===== config.mk =====
export PLATFORM = sky130hd
export DESIGN_NAME = rxr_ring_engine
export DESIGN_NICKNAME = d
export VERILOG_FILES = /design/src/rtl/rxr_pkg.sv /design/src/rtl/rxr_ring_ptr.sv /design/src/rtl/rxr_desc_table.sv /design/src/rtl/rxr_fill_ctrl.sv /design/src/rtl/rxr_ring_engine.sv
export SDC_FILE = /design/constraint.sdc
export NUM_CORES = 1
export LEC_CHECK = 0
export BUFFER_PORTS_ARGS = -buffer_cell sky130_fd_sc_hd__buf_2
export CORE_MARGIN = 5
export CORE_UTILIZATION = 40
export DETAILED_ROUTE_END_ITERATION = 16
export GPL_ROUTABILITY_DRIVEN = 0
export PLACE_DENSITY = 0.67
export SETUP_SLACK_MARGIN = 0.3
export SKIP_CTS_REPAIR_TIMING = 1
export SLEW_MARGIN = 20
export SYNTH_ARGS = -nofsm -noshare
export SYNTH_HDL_FRONTEND = slang
export SYNTH_SLANG_ARGS = --single-unit

===== constraint.sdc =====
create_clock -name clk -period 2.1 [get_ports clk]
set_input_delay 0.105 -clock clk [delete_from_list [all_inputs] [get_ports clk]]
set_output_delay 0.105 -clock clk [all_outputs]
set_load 0.02 [all_outputs]

===== src/rtl/rxr_pkg.sv =====
package rxr_pkg;

    typedef enum logic [1:0] {
        ST_IDLE   = 2'd0,
        ST_READY  = 2'd1,
        ST_FILL   = 2'd2,
        ST_PARKED = 2'd3
    } rxr_state_e;

    typedef enum logic [1:0] {
        FLD_STATUS = 2'd0,
        FLD_LEN    = 2'd1,
        FLD_BUF    = 2'd2,
        FLD_POLL   = 2'd3
    } rxr_field_e;

    localparam int EMPTY_BIT   = 15;
    localparam int WRAP_BIT    = 13;
    localparam int LAST_BIT    = 11;
    localparam int ERR_FRM_BIT = 0;
    localparam int ERR_LEN_BIT = 5;
    localparam int POLL_BIT    = 24;

endpackage


===== src/rtl/rxr_ring_ptr.sv =====
module rxr_ring_ptr #(
    parameter int N_DESC = 8,
    localparam int IDX_W = $clog2(N_DESC)
) (
    input  logic             clk,
    input  logic             rst_n,
    input  logic             advance,
    input  logic             wrap_flag,
    output logic [IDX_W-1:0] idx
);

    localparam logic [IDX_W-1:0] LAST_IDX = IDX_W'(N_DESC - 1);

    always_ff @(posedge clk or negedge rst_n) begin
        if (!rst_n) begin
            idx <= '0;
        end else if (advance) begin
            if (wrap_flag || idx == LAST_IDX) begin
                idx <= '0;
            end else begin
                idx <= idx + 1'b1;
            end
        end
    end

    AST_WRAP_TO_ZERO: assert property (@(posedge clk) disable iff (!rst_n)
        advance && wrap_flag |=> idx == '0);

    AST_STEP_ONE: assert property (@(posedge clk) disable iff (!rst_n)
        advance && !wrap_flag && idx != LAST_IDX |=> idx == $past(idx) + 1'b1);

    AST_HOLD_IDX: assert property (@(posedge clk) disable iff (!rst_n)
        !advance |=> $stable(idx));

endmodule


===== src/rtl/rxr_desc_table.sv =====
module rxr_desc_table
    import rxr_pkg::*;
#(
    parameter int N_DESC = 8,
    parameter int BIDX_W = 8,
    localparam int IDX_W = $clog2(N_DESC),
    localparam int AW    = IDX_W + 2
) (
    input  logic              clk,
    input  logic              rst_n,
    input  logic              host_wr,
    input  logic [AW-1:0]     host_addr,
    input  logic [31:0]       host_wdata,
    output logic [31:0]       host_rdata,
    output logic              poll_req,
    input  logic [IDX_W-1:0]  cur_idx,
    output logic [15:0]       cur_status,
    output logic [BIDX_W-1:0] cur_bidx,
    input  logic              cl_en,
    input  logic [15:0]       cl_status,
    input  logic [15:0]       cl_len
);

    logic [15:0]       st_mem  [N_DESC];
    logic [15:0]       len_mem [N_DESC];
    logic [BIDX_W-1:0] bi_mem  [N_DESC];

    rxr_field_e       h_field;
    logic [IDX_W-1:0] h_entry;
    logic             h_in_range;
    logic             unused_wdata;

    assign h_field      = rxr_field_e'(host_addr[AW-1:IDX_W]);
    assign h_entry      = host_addr[IDX_W-1:0];
    assign h_in_range   = int'(h_entry) < N_DESC;
    assign unused_wdata = ^host_wdata;

    assign poll_req   = host_wr && (h_field == FLD_POLL) && host_wdata[POLL_BIT];
    assign cur_status = st_mem[cur_idx];
    assign cur_bidx   = bi_mem[cur_idx];

    always_ff @(posedge clk or negedge rst_n) begin
        if (!rst_n) begin
            for (int e = 0; e < N_DESC; e++) begin
                st_mem[e]  <= '0;
                len_mem[e] <= '0;
                bi_mem[e]  <= '0;
            end
        end else begin
            for (int e = 0; e < N_DESC; e++) begin
                if (cl_en && cur_idx == IDX_W'(e)) begin
                    st_mem[e]  <= cl_status;
                    len_mem[e] <= cl_len;
                end else if (host_wr && h_entry == IDX_W'(e)) begin
                    if (h_field == FLD_STATUS) st_mem[e]  <= host_wdata[15:0];
                    if (h_field == FLD_LEN)    len_mem[e] <= host_wdata[15:0];
                end
                if (host_wr && h_entry == IDX_W'(e) && h_field == FLD_BUF) begin
                    bi_mem[e] <= host_wdata[BIDX_W-1:0];
                end
            end
        end
    end

    always_comb begin
        host_rdata = '0;
        if (h_in_range) begin
            unique case (h_field)
                FLD_STATUS: host_rdata = {16'd0, st_mem[h_entry]};
                FLD_LEN:    host_rdata = {16'd0, len_mem[h_entry]};
                FLD_BUF:    host_rdata = 32'(bi_mem[h_entry]);
                FLD_POLL:   host_rdata = '0;
            endcase
        end
    end

    AST_CLOSE_RELEASES: assert property (@(posedge clk) disable iff (!rst_n)
        cl_en |=> st_mem[$past(cur_idx)][EMPTY_BIT] == 1'b0);

    AST_CLOSE_MARKS_LAST: assert property (@(posedge clk) disable iff (!rst_n)
        cl_en |=> st_mem[$past(cur_idx)][LAST_BIT] == 1'b1);

endmodule


===== src/rtl/rxr_fill_ctrl.sv =====
module rxr_fill_ctrl
    import rxr_pkg::*;
#(
    parameter int MAX_FRAME = 1518,
    parameter int CNT_W     = 11
) (
    input  logic             clk,
    input  logic             rst_n,
    input  logic             poll,
    input  logic             cur_empty,
    input  logic             rx_valid,
    input  logic             rx_sof,
    input  logic             rx_eof,
    input  logic             rx_err,
    output logic             store,
    output logic [CNT_W-1:0] store_off,
    output logic             close,
    output logic [15:0]      close_len,
    output logic [5:0]       close_err,
    output logic             overrun,
    output rxr_state_e       state
);

    localparam logic [CNT_W-1:0] MAX_CNT = CNT_W'(MAX_FRAME);

    rxr_state_e       st_q, st_d;
    logic [CNT_W-1:0] cnt_q, cnt_d;
    logic             err_q, err_d;
    logic             trunc_q, trunc_d;
    logic             set_ovr;

    assign state = st_q;

    always_ff @(posedge clk or negedge rst_n) begin
        if (!rst_n) begin
            st_q <= ST_IDLE;
        end else begin
            st_q <= st_d;
        end
    end

    always_comb begin
        st_d      = st_q;
        store     = 1'b0;
        store_off = cnt_q;
        close     = 1'b0;
        set_ovr   = 1'b0;
        cnt_d     = cnt_q;
        err_d     = err_q;
        trunc_d   = trunc_q;
        unique case (st_q)
            ST_IDLE: begin
                if (poll) st_d = ST_READY;
            end
            ST_READY: begin
                if (!cur_empty) begin
                    st_d    = ST_PARKED;
                    set_ovr = rx_valid && rx_sof;
                end else if (rx_valid && rx_sof) begin
                    store     = 1'b1;
                    store_off = '0;
                    cnt_d     = CNT_W'(1);
                    err_d     = rx_err;
                    trunc_d   = 1'b0;
                    if (rx_eof) close = 1'b1;
                    else        st_d  = ST_FILL;
                end
            end
            ST_FILL: begin
                if (rx_valid) begin
                    if (cnt_q < MAX_CNT) begin
                        store = 1'b1;
                        cnt_d = cnt_q + 1'b1;
                    end else begin
                        trunc_d = 1'b1;
                    end
                    err_d = err_q | rx_err;
                    if (rx_eof) begin
                        close = 1'b1;
                        st_d  = ST_READY;
                    end
                end
            end
            ST_PARKED: begin
                if (poll) st_d = ST_READY;
                else      set_ovr = rx_valid && rx_sof;
            end
        endcase
    end

    assign close_len = 16'(cnt_d);
    always_comb begin
        close_err              = '0;
        close_err[ERR_FRM_BIT] = err_d;
        close_err[ERR_LEN_BIT] = trunc_d;
    end

    always_ff @(posedge clk or negedge rst_n) begin
        if (!rst_n) begin
            cnt_q   <= '0;
            err_q   <= 1'b0;
            trunc_q <= 1'b0;
            overrun <= 1'b0;
        end else begin
            cnt_q   <= cnt_d;
            err_q   <= err_d;
            trunc_q <= trunc_d;
            if (poll)         overrun <= 1'b0;
            else if (set_ovr) overrun <= 1'b1;
        end
    end

    AST_STORE_BOUND: assert property (@(posedge clk) disable iff (!rst_n)
        store |-> store_off < MAX_CNT);

    AST_OVR_CLEARED: assert property (@(posedge clk) disable iff (!rst_n)
        poll |=> !overrun);

    AST_IDLE_UNTIL_POLL: assert property (@(posedge clk) disable iff (!rst_n)
        st_q == ST_IDLE && !poll |=> st_q == ST_IDLE);

    AST_PARKED_SILENT: assert property (@(posedge clk) disable iff (!rst_n)
        st_q == ST_PARKED |-> !store && !close);

endmodule


===== src/rtl/rxr_ring_engine.sv =====
module rxr_ring_engine
    import rxr_pkg::*;
#(
    parameter int N_DESC    = 8,
    parameter int BIDX_W    = 8,
    parameter int BUF_BYTES = 1520,
    parameter int MAX_FRAME = 1518
) (
    input  logic                             clk,
    input  logic                             rst_n,
    input  logic                             host_wr,
    input  logic [$clog2(N_DESC)+1:0]        host_addr,
    input  logic [31:0]                      host_wdata,
    output logic [31:0]                      host_rdata,
    input  logic                             rx_valid,
    input  logic [7:0]                       rx_data,
    input  logic                             rx_sof,
    input  logic                             rx_eof,
    input  logic                             rx_err,
    output logic                             buf_we,
    output logic [BIDX_W-1:0]                buf_idx,
    output logic [$clog2(BUF_BYTES+1)-1:0]   buf_off,
    output logic [7:0]                       buf_data,
    output logic                             frame_done,
    output logic [$clog2(N_DESC)-1:0]        ring_idx,
    output logic                             overrun,
    output logic                             parked
);

    localparam int IDX_W = $clog2(N_DESC);
    localparam int CNT_W = $clog2(BUF_BYTES + 1);

    logic [IDX_W-1:0]  cur_idx;
    logic [15:0]       cur_status;
    logic [BIDX_W-1:0] cur_bidx;
    logic              poll_req;
    logic              store;
    logic [CNT_W-1:0]  store_off;
    logic              close;
    logic [15:0]       close_len;
    logic [5:0]        close_err;
    logic [15:0]       cl_status;
    rxr_state_e        state;

    initial begin
        if (MAX_FRAME > BUF_BYTES || N_DESC < 2) $error("rxr_ring_engine: bad parameters");
    end

    always_comb begin
        cl_status           = {10'd0, close_err};
        cl_status[WRAP_BIT] = cur_status[WRAP_BIT];
        cl_status[LAST_BIT] = 1'b1;
    end

    rxr_desc_table #(.N_DESC(N_DESC), .BIDX_W(BIDX_W)) i_table (
        .clk        (clk),
        .rst_n      (rst_n),
        .host_wr    (host_wr),
        .host_addr  (host_addr),
        .host_wdata (host_wdata),
        .host_rdata (host_rdata),
        .poll_req   (poll_req),
        .cur_idx    (cur_idx),
        .cur_status (cur_status),
        .cur_bidx   (cur_bidx),
        .cl_en      (close),
        .cl_status  (cl_status),
        .cl_len     (close_len)
    );

    rxr_fill_ctrl #(.MAX_FRAME(MAX_FRAME), .CNT_W(CNT_W)) i_ctrl (
        .clk       (clk),
        .rst_n     (rst_n),
        .poll      (poll_req),
        .cur_empty (cur_status[EMPTY_BIT]),
        .rx_valid  (rx_valid),
        .rx_sof    (rx_sof),
        .rx_eof    (rx_eof),
        .rx_err    (rx_err),
        .store     (store),
        .store_off (store_off),
        .close     (close),
        .close_len (close_len),
        .close_err (close_err),
        .overrun   (overrun),
        .state     (state)
    );

    rxr_ring_ptr #(.N_DESC(N_DESC)) i_ptr (
        .clk       (clk),
        .rst_n     (rst_n),
        .advance   (close),
        .wrap_flag (cur_status[WRAP_BIT]),
        .idx       (cur_idx)
    );

    always_ff @(posedge clk or negedge rst_n) begin
        if (!rst_n) begin
            buf_we     <= 1'b0;
            buf_idx    <= '0;
            buf_off    <= '0;
            buf_data   <= '0;
            frame_done <= 1'b0;
        end else begin
            buf_we     <= store;
            buf_idx    <= cur_bidx;
            buf_off    <= store_off;
            buf_data   <= rx_data;
            frame_done <= close;
        end
    end

    assign ring_idx = cur_idx;
    assign parked   = (state == ST_PARKED);

    AST_ACCEPT_OWNED: assert property (@(posedge clk) disable iff (!rst_n)
        store |-> cur_status[EMPTY_BIT]);

    AST_DONE_ADVANCES: assert property (@(posedge clk) disable iff (!rst_n)
        close |=> frame_done && ring_idx != $past(ring_idx));

endmodule


; Word-level counts from Yosys, hierarchy flattened
; Index checks and enable logic that the tools add are counted.
[totals]
regBits = 368
out_inout_bits = 66
[op_classes]
eq_ne = 25
n_addsub = 2
bitwise_logic = 3
muxes = 90
reduce_logical = 75
n_lt_le_gt_ge = 3
[ops]
columns = cell, count
row1 = $mux 16, 40
row2 = $bmux 16 s3, 3
row3 = $pmux 32 s4, 1
row4 = $mux 11, 7
row5 = $reduce_bool 2->1, 25
row6 = $bmux 8 s3, 2
row7 = $mux 8, 4
row8 = $reduce_and 2->1, 16
row9 = $logic_and 1x1->1, 27
row10 = $eq 3x3->1 const B, 8
row11 = $pmux 11 s2, 1
row12 = $mux 1, 19
row13 = $eq 3x2->1 const B, 4
row14 = $mux 2, 6
row15 = $add 11x1->11 const B, 1
row16 = $lt 11x11->1 const B, 1
row17 = $pmux 1 s2, 5
row18 = $eq 2x2->1 const B, 4
row19 = $ge 4x4->1 const B, 2
row20 = $not 3->4, 2
row21 = $eq 3x1->1 const B, 2
row22 = $logic_not 3->1, 2
row23 = $pmux 2 s3, 1
row24 = $reduce_and 5->1, 1
row25 = other kinds (11), 14

; Logic depth before layout (Yosys ltp)
; Gate-level depths: netlist (run 1).
[depth]
word_depth = 9
ltp_mapped = 10

; By module
; From an unflattened synthesis (run 1), not the netlist that was laid out.
[hier_totals]
cells_unflattened = 1845
hier_area_um2 = 20908.8
[by_module_without_submodules]
columns = mod, instances, seq_area_each_um2, cells_per_inst, area_per_inst_um2
row1 = rxr_desc_table, 1, 8007.7, 1656, 18804.3
row2 = rxr_fill_ctrl, 1, 400.4, 143, 1213.7
row3 = rxr_ring_engine, 1, 725.7, 32, 739.5
row4 = rxr_ring_ptr, 1, 75.1, 14, 151.4

; Least setup slack after synthesis (run 1)
; Ideal clock, no wire load.
[synth_timing]
kind = reg-to-reg
from = reg i_ptr.idx[0]
to = reg i_table.len_mem[27] in the netlist's numbering
setup_ns = 0.132
path_stages_with_launch = 10
arrival_time_ns = 2.240
t_required_ns = 1.968
slack_ns = -0.272
cell_sequence = dfrtp_1 buf_4 buf_2 buf_2 inv_1 ha_1 nand2_1 a211oi_2 clkbuf_1 nor2_1
[synth_between]
elab_chain_len = 9
word_cells_on_any_way = 12
[synth_rtl]
columns = element, line_no
row1 = from (decl), rxr_ring_ptr.sv:9  ; output logic [IDX_W-1:0] idx
row2 = from (signal assigned), rxr_ring_ptr.sv:21  ; idx <= idx + 1'b1;
row3 = $not 3->4 (implied by the code), rxr_desc_table.sv:39  ; assign cur_status = st_mem[cur_idx];
row4 = $bmux 16 s3, rxr_desc_table.sv:39
row5 = $mux 16 (implied by the code) (2 in series), rxr_desc_table.sv:39
row6 = $mux 1, rxr_fill_ctrl.sv:56  ; if (!cur_empty) begin
row7 = $pmux 1 s2, rxr_fill_ctrl.sv:51  ; unique case (st_q)
row8 = $logic_and 1x1->1 *, rxr_desc_table.sv:51  ; if (cl_en && cur_idx == IDX_W'(e)) begin
row9 = $reduce_bool 2->1 (no line), --
row10 = $reduce_and 2->1 (no line), --
row11 = "to (signal, indexed assignment)", rxr_desc_table.sv:53  ; len_mem[e] <= cl_len;
row12 = "to (signal, indexed assignment)", rxr_desc_table.sv:56  ; if (h_field == FLD_LEN) len_mem[e] <= host_wdata[15:0];
row13 = to (decl), rxr_desc_table.sv:25  ; logic [15:0] len_mem [N_DESC];
; Every way passes the cells marked *; elsewhere a longest branch is shown, timed or not. The select of a mux whose other input is x is not followed.
; A chain may end at the register's enable or synchronous reset.

; Final worst setup path (run 1)
[layout_timing]
from = reg i_table.st_mem[127] in the netlist's numbering
to = out host_rdata[15]
[layout_between]
elab_chain_len = 4
[layout_rtl]
columns = element, line_no
row1 = from (decl), rxr_desc_table.sv:24  ; logic [15:0] st_mem [N_DESC];
row2 = "from (signal, indexed assignment)", rxr_desc_table.sv:52  ; st_mem[e] <= cl_status;
row3 = "from (signal, indexed assignment)", rxr_desc_table.sv:55  ; if (h_field == FLD_STATUS) st_mem[e] <= host_wdata[15:0];
row4 = $bmux 16 s3, rxr_desc_table.sv:69  ; FLD_STATUS: host_rdata = {16'd0, st_mem[h_entry]};
row5 = $mux 16 (implied by the code) (2 in series), rxr_desc_table.sv:69
row6 = $pmux 32 s4, rxr_desc_table.sv:68  ; unique case (h_field)
row7 = to (decl), rxr_ring_engine.sv:14  ; output logic [31:0] host_rdata,
; Every way passes these cells. The select of a mux whose other input is x is not followed.

==> results of run 1 <==
==> kinds of logic after synthesis <==
kind of cell             count (synthesis)  synth area share (%)
AND/OR/NAND/NOR                        547                  12.8
other                                    1                0.0196
flip-flops                             368                  48.1
AO/OA/AOI/OAI                          345                  11.5
buffers and inverters                  179                  4.50
adder cells (fa/ha/maj)                 10                 0.654
multiplexers                           283                  22.5
==> critical path, cell delays in order (launching register included) <==
cell	delay, ps
dfrtp_1	400
buf_6	120
mux4_2	440
mux4_2	470
nor2b_1	150
buf_4	170
==> per-stage QoR <==
step                cell area, um^2  total power, mW  std cells  util, %  setup TNS (ps)
floorplan                     20000             15.0       1748        -           -3480
global placement              22300             17.0       2481     46.9            -250
detailed placement            22300             17.3       2481     46.9            -439
CTS                           23600             24.5       2553     49.7           -4780
global route                  26600             27.4       2675     55.9          -64930
finish                        26600             26.3       2677     55.9          -40450
==> worst max-delay path by stage <==
stage	startpoint	to	slack (ps)	cells after the start
4_1_cts	i_table.st_mem[127]	host_rdata[15]	-380	5
6_report	i_table.st_mem[127]	host_rdata[15]	-320	5
2_1_floorplan	i_ptr.idx[0]	i_table.st_mem[88]	-70	8
3_5_place_dp	host_addr[0]	host_rdata[0]	-120	8
5_1_grt	i_ptr.idx[0]	i_table.len_mem[116]	-370	10
3_3_place_gp	host_addr[0]	host_rdata[0]	-120	8
==> state kept, by name, summed over array words and instances (netlist names), 2 cells and up <==
name	count
buf_data	8
buf_idx	8
buf_off	11
i_ctrl.cnt_q	11
i_ctrl.state	2
i_ptr.idx	3
i_table.bi_mem	64
i_table.len_mem	128
i_table.st_mem	128
==> where the power goes <==
| group | leakage (nW) | total, mW | internal [mW] | switching (mW) |
|---|---|---|---|---|
| registers | 4.74 | 9.96 | 8.88 | 1.08 |
| clock network | 0.638 | 7.26 | 4.21 | 3.05 |
| logic | 6.17 | 9.06 | 4.70 | 4.36 |
| total | 11.5 | 26.3 | 17.8 | 8.49 |
==> placed cells by master, fill, tap and decap left out, drive strengths merged, types with 7 or more instances in the layout <==
cell type,n
inv,20
and2,21
nor2,101
ha,10
nand3,22
dfrtp,368
nand2,296
clkinv,8
mux2i,67
a221oi,8
clkbuf,78
nand4,7
mux2,110
a21oi,215
conb,16
nor2b,59
o21ai,28
buf,362
mux4,106
a211oi,59
dlygate4sd3,18
==> final cells by class <==
type                            instances  area, um^2  share of cell area [%]
Timing Repair Buffer                  398        4490                    16.9
Sequential cell                       368        9210                    34.7
Tap cell                              615         769                    2.89
Clock inverter                         12         179                   0.673
Multi-Input combinational cell       1202       10700                    40.3
Antenna cell                            2        5.00                  0.0188
Inverter                               20        76.3                   0.287
Clock buffer                           60        1130                    4.24
==> layer usage <==
layer	part of all wire [%]	track usage [%]
met1	39	30.8
met2	47	35.6
met3	11	4.30
met4	3.6	6.62
met5	0	0
==> flow_metrics.tcl, run 1 <==
set metrics [dict create \
    yosysTopAreaCell "dfrtp_1" \
    synth_cell_type_count 64 \
    avgSynthCellArea_um2 11.0 \
    final_nets 2092 \
    synth.most_common_cell "dfrtp_1" \
    cts_buffer_depth 3 \
    power_leakage_nw 11.5 \
    max_freq_mhz 413 \
    reg2reg_slack_ps -250 \
    h-tree-depth 2 \
    worst_setup_path_end_kind "output port" \
    clk_latency_ps 580 \
    r2r_cells 10 \
    cts_tree "done" \
    hpwlAfterDp_um 39900 \
    violations "negative setup slack" \
    cts.clk_slew.worst_paths_ps 60 \
    io_buffers 86 \
    async_reset_ff_share_pct 100 \
    pre_cts_ws_ps -122 \
    fp.dieW_um 229 \
    num-fill-cells 3721 \
    finalSetupViolCount 272 \
    hp-class "input pin to async pin" \
    tightest_slew_ps 1110 \
    fin_crit_ps 2420 \
    slew_violations 0 \
    fin_ws_ps -323 \
    grt_overflow 0 \
    max-vdd-ir-drop_v 0.000747 \
    synth_ff_type "dfrtp_1" \
    netlist_instances 1733 \
    hold-worst-slack_ps 12.5 \
    area_growth_syn_to_layout_pct 38.9 \
    drt-vias-per-instance 6.01 \
    die_height_um 229 \
    power_density_nw_per_um2 989 \
    min_period_over_period_pct 115 \
    drt-initial-drc-count 1716 \
    io_pins 118 \
    cp_max_fo 2 \
    status "complete, but fails checks" \
    netlist_top_cells_area "dfrtp_1 48%, mux4_2 12%, mux2_2 6.5%, nand2_1 5.8%, a21oi_1 5.4%" \
    post_drt_wl_per_cell_um 25.5 \
    rsz0062_at_grt "true" \
    row_count 80 \
    drc 0 \
    hold_viol 0 \
    r2r_start "i_ptr.idx[0]" \
    crit-reg2reg-capture "i_table.st_mem[27]" \
    clockRootBuffer "clkbuf_16" \
    worstPathRequired_ps 2000 \
    coreArea_um2 47500 \
    layout-drive-gt1-share_pct 48.6 \
    relSlewSlack_pct 26.1 \
    initial_utilization_pct 40.3 \
    antenna_found_initial 3 \
    routed_wl_um 68100 \
    ys_seq_area_share_pct 48.1 \
    synth.top_cell.area_share_pct 48.1 \
    synth_common_cells "368 x dfrtp_1, 296 x nand2_1, 207 x a21oi_1, 110 x mux2_2, 106 x mux4_2" \
    syn_area_um2 19100 \
    skew_ps 28.0 \
    drv_cap 0 \
    criticalPathCategory "register to output port" \
    fp.dieArea_um2 52300 \
    cp-start-kind "register" \
    grt_pass1_wl_um 91300 \
    grt_pass1_vias 15172 \
    synth_edf_count 0 \
    ys_warn_count 0 \
    grt_usage_pct 22.2 \
    synth_seq_cells 368 \
    arrival_ps 2320 \
    grt_max_degree 103 \
    vias 16082 \
    drtAntennaViolNets 0 \
    cts_buffers 40 \
    first_pass_iters 5 \
    cts_sinks 368 \
]
Note: power is estimated with default switching activity, not from simulation.
==> inputs of run 2 (changes only) <==
--- a/config.mk
+++ b/config.mk
@@ -17,3 +17,4 @@
 export SYNTH_ARGS = -nofsm -noshare
 export SYNTH_HDL_FRONTEND = slang
 export SYNTH_SLANG_ARGS = --single-unit
+export TNS_END_PERCENT = 5
==> run 2 against run 1 <==
  * The run still ends with negative setup slack left
  * Flip-flop and latch count unchanged
  * Wire length down 13%
  * Clock power grew 9.1%
  * Critical endpoint is now host_rdata[11]
  * Die area is the same
  * Utilization is 6.4 points lower
  * Total power decreased by 4.4%
  * Largest power group unchanged
  * Critical path depth down 1
==> flow_metrics.tcl, run 2 (synthesis results as in run 1) <==
set metrics [dict create \
    drt-vias-per-instance 5.86 \
    die_height_um 229 \
    grt_overflow 0 \
    cts.clk_slew.worst_paths_ps 60 \
    multi_input_area_um2 9440 \
    clock_power_share_pct 31.5 \
    fp.dieW_um 229 \
    arrival_ps 2280 \
    clk_latency_ps 570 \
    worst_setup_path_end_kind "output port" \
    diodes 0 \
    r2r_cells 10 \
    hold_viol 0 \
    post_drt_wl_per_cell_um 23.1 \
    first_pass_iters 5 \
    hpwlAfterDp_um 38600 \
    worstSetupEndpoint "host_rdata[11]" \
    crit_start "i_table.st_mem[75]" \
    wl_met3_um 5570 \
    layout-drive-gt1-share_pct 32.7 \
    io_buffers 86 \
    p_switching_mw 7.60 \
    cts_buffers 43 \
    cts_buffer_depth 3 \
    fin_crit_ps 2390 \
    pre_cts_ws_ps -65.8 \
    num-fill-cells 4081 \
    criticalPathCategory "register to output port" \
    reg2reg_slack_ps -140 \
    power_leakage_nw 10.5 \
    p_total_mw 25.1 \
    sw_frac_of_total_pct 30.3 \
    final_nets 1967 \
    met2_wirelength_um 28000 \
    finalSetupViolCount 146 \
    seq_area_um2 9210 \
    cp_max_fo 2 \
    skew_ps 23.9 \
    hp-class "input pin to register" \
    grt_max_degree 77 \
    initial_utilization_pct 40.3 \
    max-vdd-ir-drop_v 0.000538 \
    max_freq_mhz 419 \
    fp.dieArea_um2 52300 \
    tightest_slew_ps 982 \
    coreArea_um2 47500 \
    vias 14964 \
    violations "negative setup slack" \
    power_density_nw_per_um2 1070 \
    drt-initial-drc-count 1521 \
    setup-tns-final_ps -10090 \
    r2r_start "i_ptr.idx[0]" \
    row_count 80 \
    cts_sinks 368 \
    mostFrequentLayoutCell "dfrtp_1" \
    layout_common_cells "365 x dfrtp_1, 294 x nand2_1, 194 x a21oi_1" \
    seqPwrFrac_pct 39.3 \
    slew_violations 0 \
    clockRootBuffer "clkbuf_16" \
    drv_cap 0 \
    reg_top3 "i_table.len_mem: 128 flops, i_table.st_mem: 128 flops, i_table.bi_mem: 64 flops" \
    cts_tree "done" \
    grt_pass1_vias 15208 \
    routed_wl_um 59000 \
    grt_pass1_wl_um 90200 \
    met1Wirelength_um 23500 \
    cp-start-kind "register" \
    io_pins 118 \
    crit-reg2reg-capture "i_table.st_mem[13]" \
    relSlewSlack_pct 34.4 \
    rsz0062_at_grt "true" \
    antenna_found_initial 0 \
    area_growth_syn_to_layout_pct 23.1 \
    min_period_over_period_pct 114 \
    h-tree-depth 2 \
    drtAntennaViolNets 0 \
    status "complete, but fails checks" \
    grt_usage_pct 21.9 \
    worstPathRequired_ps 2000 \
    intPower_mw 17.5 \
    highest_layer "met4" \
    combinationalPowerShare_pct 29.2 \
    fin_ws_ps -288 \
    drc 0 \
]
==> run 2: changes by cell type in the layout (fill, tap and decap cells not counted), moves of 10 or more <==
cell / previous run / this run
buf_12: 81 / 41
nor2_1: 36 / 95
clkbuf_16: 58 / 47
nand2_1: 284 / 294
a211oi_1: 20 / 47
nor2_4: 30 / 1
buf_6: 53 / 23
a21oi_1: 56 / 194
a21oi_2: 147 / 15
nor2_2: 35 / 5
buf_4: 143 / 117
a211oi_2: 29 / 8
buf_8: 14 / 2
==> run 2: how the worst min path moves through the flow <==
stage                        from                   to  slack, ps  cells past startpoint
floorplan                   rst_n          buf_data[0]       -190                      0
CTS                         rst_n  i_table.len_mem[48]       -540                      1
finish              host_wdata[4]   i_table.st_mem[20]         20                      3
global route        host_wdata[2]   i_table.st_mem[18]         40                      3
detailed placement          rst_n           buf_idx[0]         60                      1
global placement            rst_n   i_table.bi_mem[24]         60                      1
==> run 2: power groups by stage <==
stage | combinational (mW) | sequential, mW | clock (mW)
after CTS | 6.83 | 9.85 | 8.04
final | 7.34 | 9.86 | 7.92
after floorplan | 4.85 | 9.77 | 0
after detailed placement | 6.79 | 9.96 | 0
after global placement | 6.58 | 9.85 | 0
after global routing | 7.98 | 10.1 | 8.32
==> run 2: metal layers <==
metal  global-route usage [%]  vias to the layer above
met3                     5.73                      134
met1                     29.2                     7599
li1                         -                     6496
met2                     34.8                      735
met5                        0                        -
met4                     8.15                        0
==> run 2: cell type report <==
class | instances | area share, %
Multi-Input combinational cell | 1201 | 40.1
Sequential cell | 368 | 39.1
Tap cell | 615 | 3.27
Timing Repair Buffer | 271 | 10.8
Clock buffer | 61 | 5.46
Inverter | 20 | 0.324
Clock inverter | 17 | 0.919
==> run 2: critical path, cell delays in order (launching register included) <==
cell     delay [ps]
dfrtp_1         390
mux4_2          500
mux4_2          520
nor2b_4         160
buf_6           140
==> run 2: per-stage QoR <==
| step | util [%] | instance area (um^2) | std cells | hold slack, ps |
|---|---|---|---|---|
| 3_5_place_dp | 44.7 | 21300 | 2435 | 57.2 |
| 6_report | 49.5 | 23600 | 2553 | 16.9 |
| 4_1_cts | 47.9 | 22800 | 2513 | -544 |
| 5_1_grt | 49.5 | 23600 | 2553 | 36.0 |
| 2_1_floorplan | - | 19300 | 1748 | -191 |
| 3_3_place_gp | 44.7 | 21300 | 2435 | 55.5 |
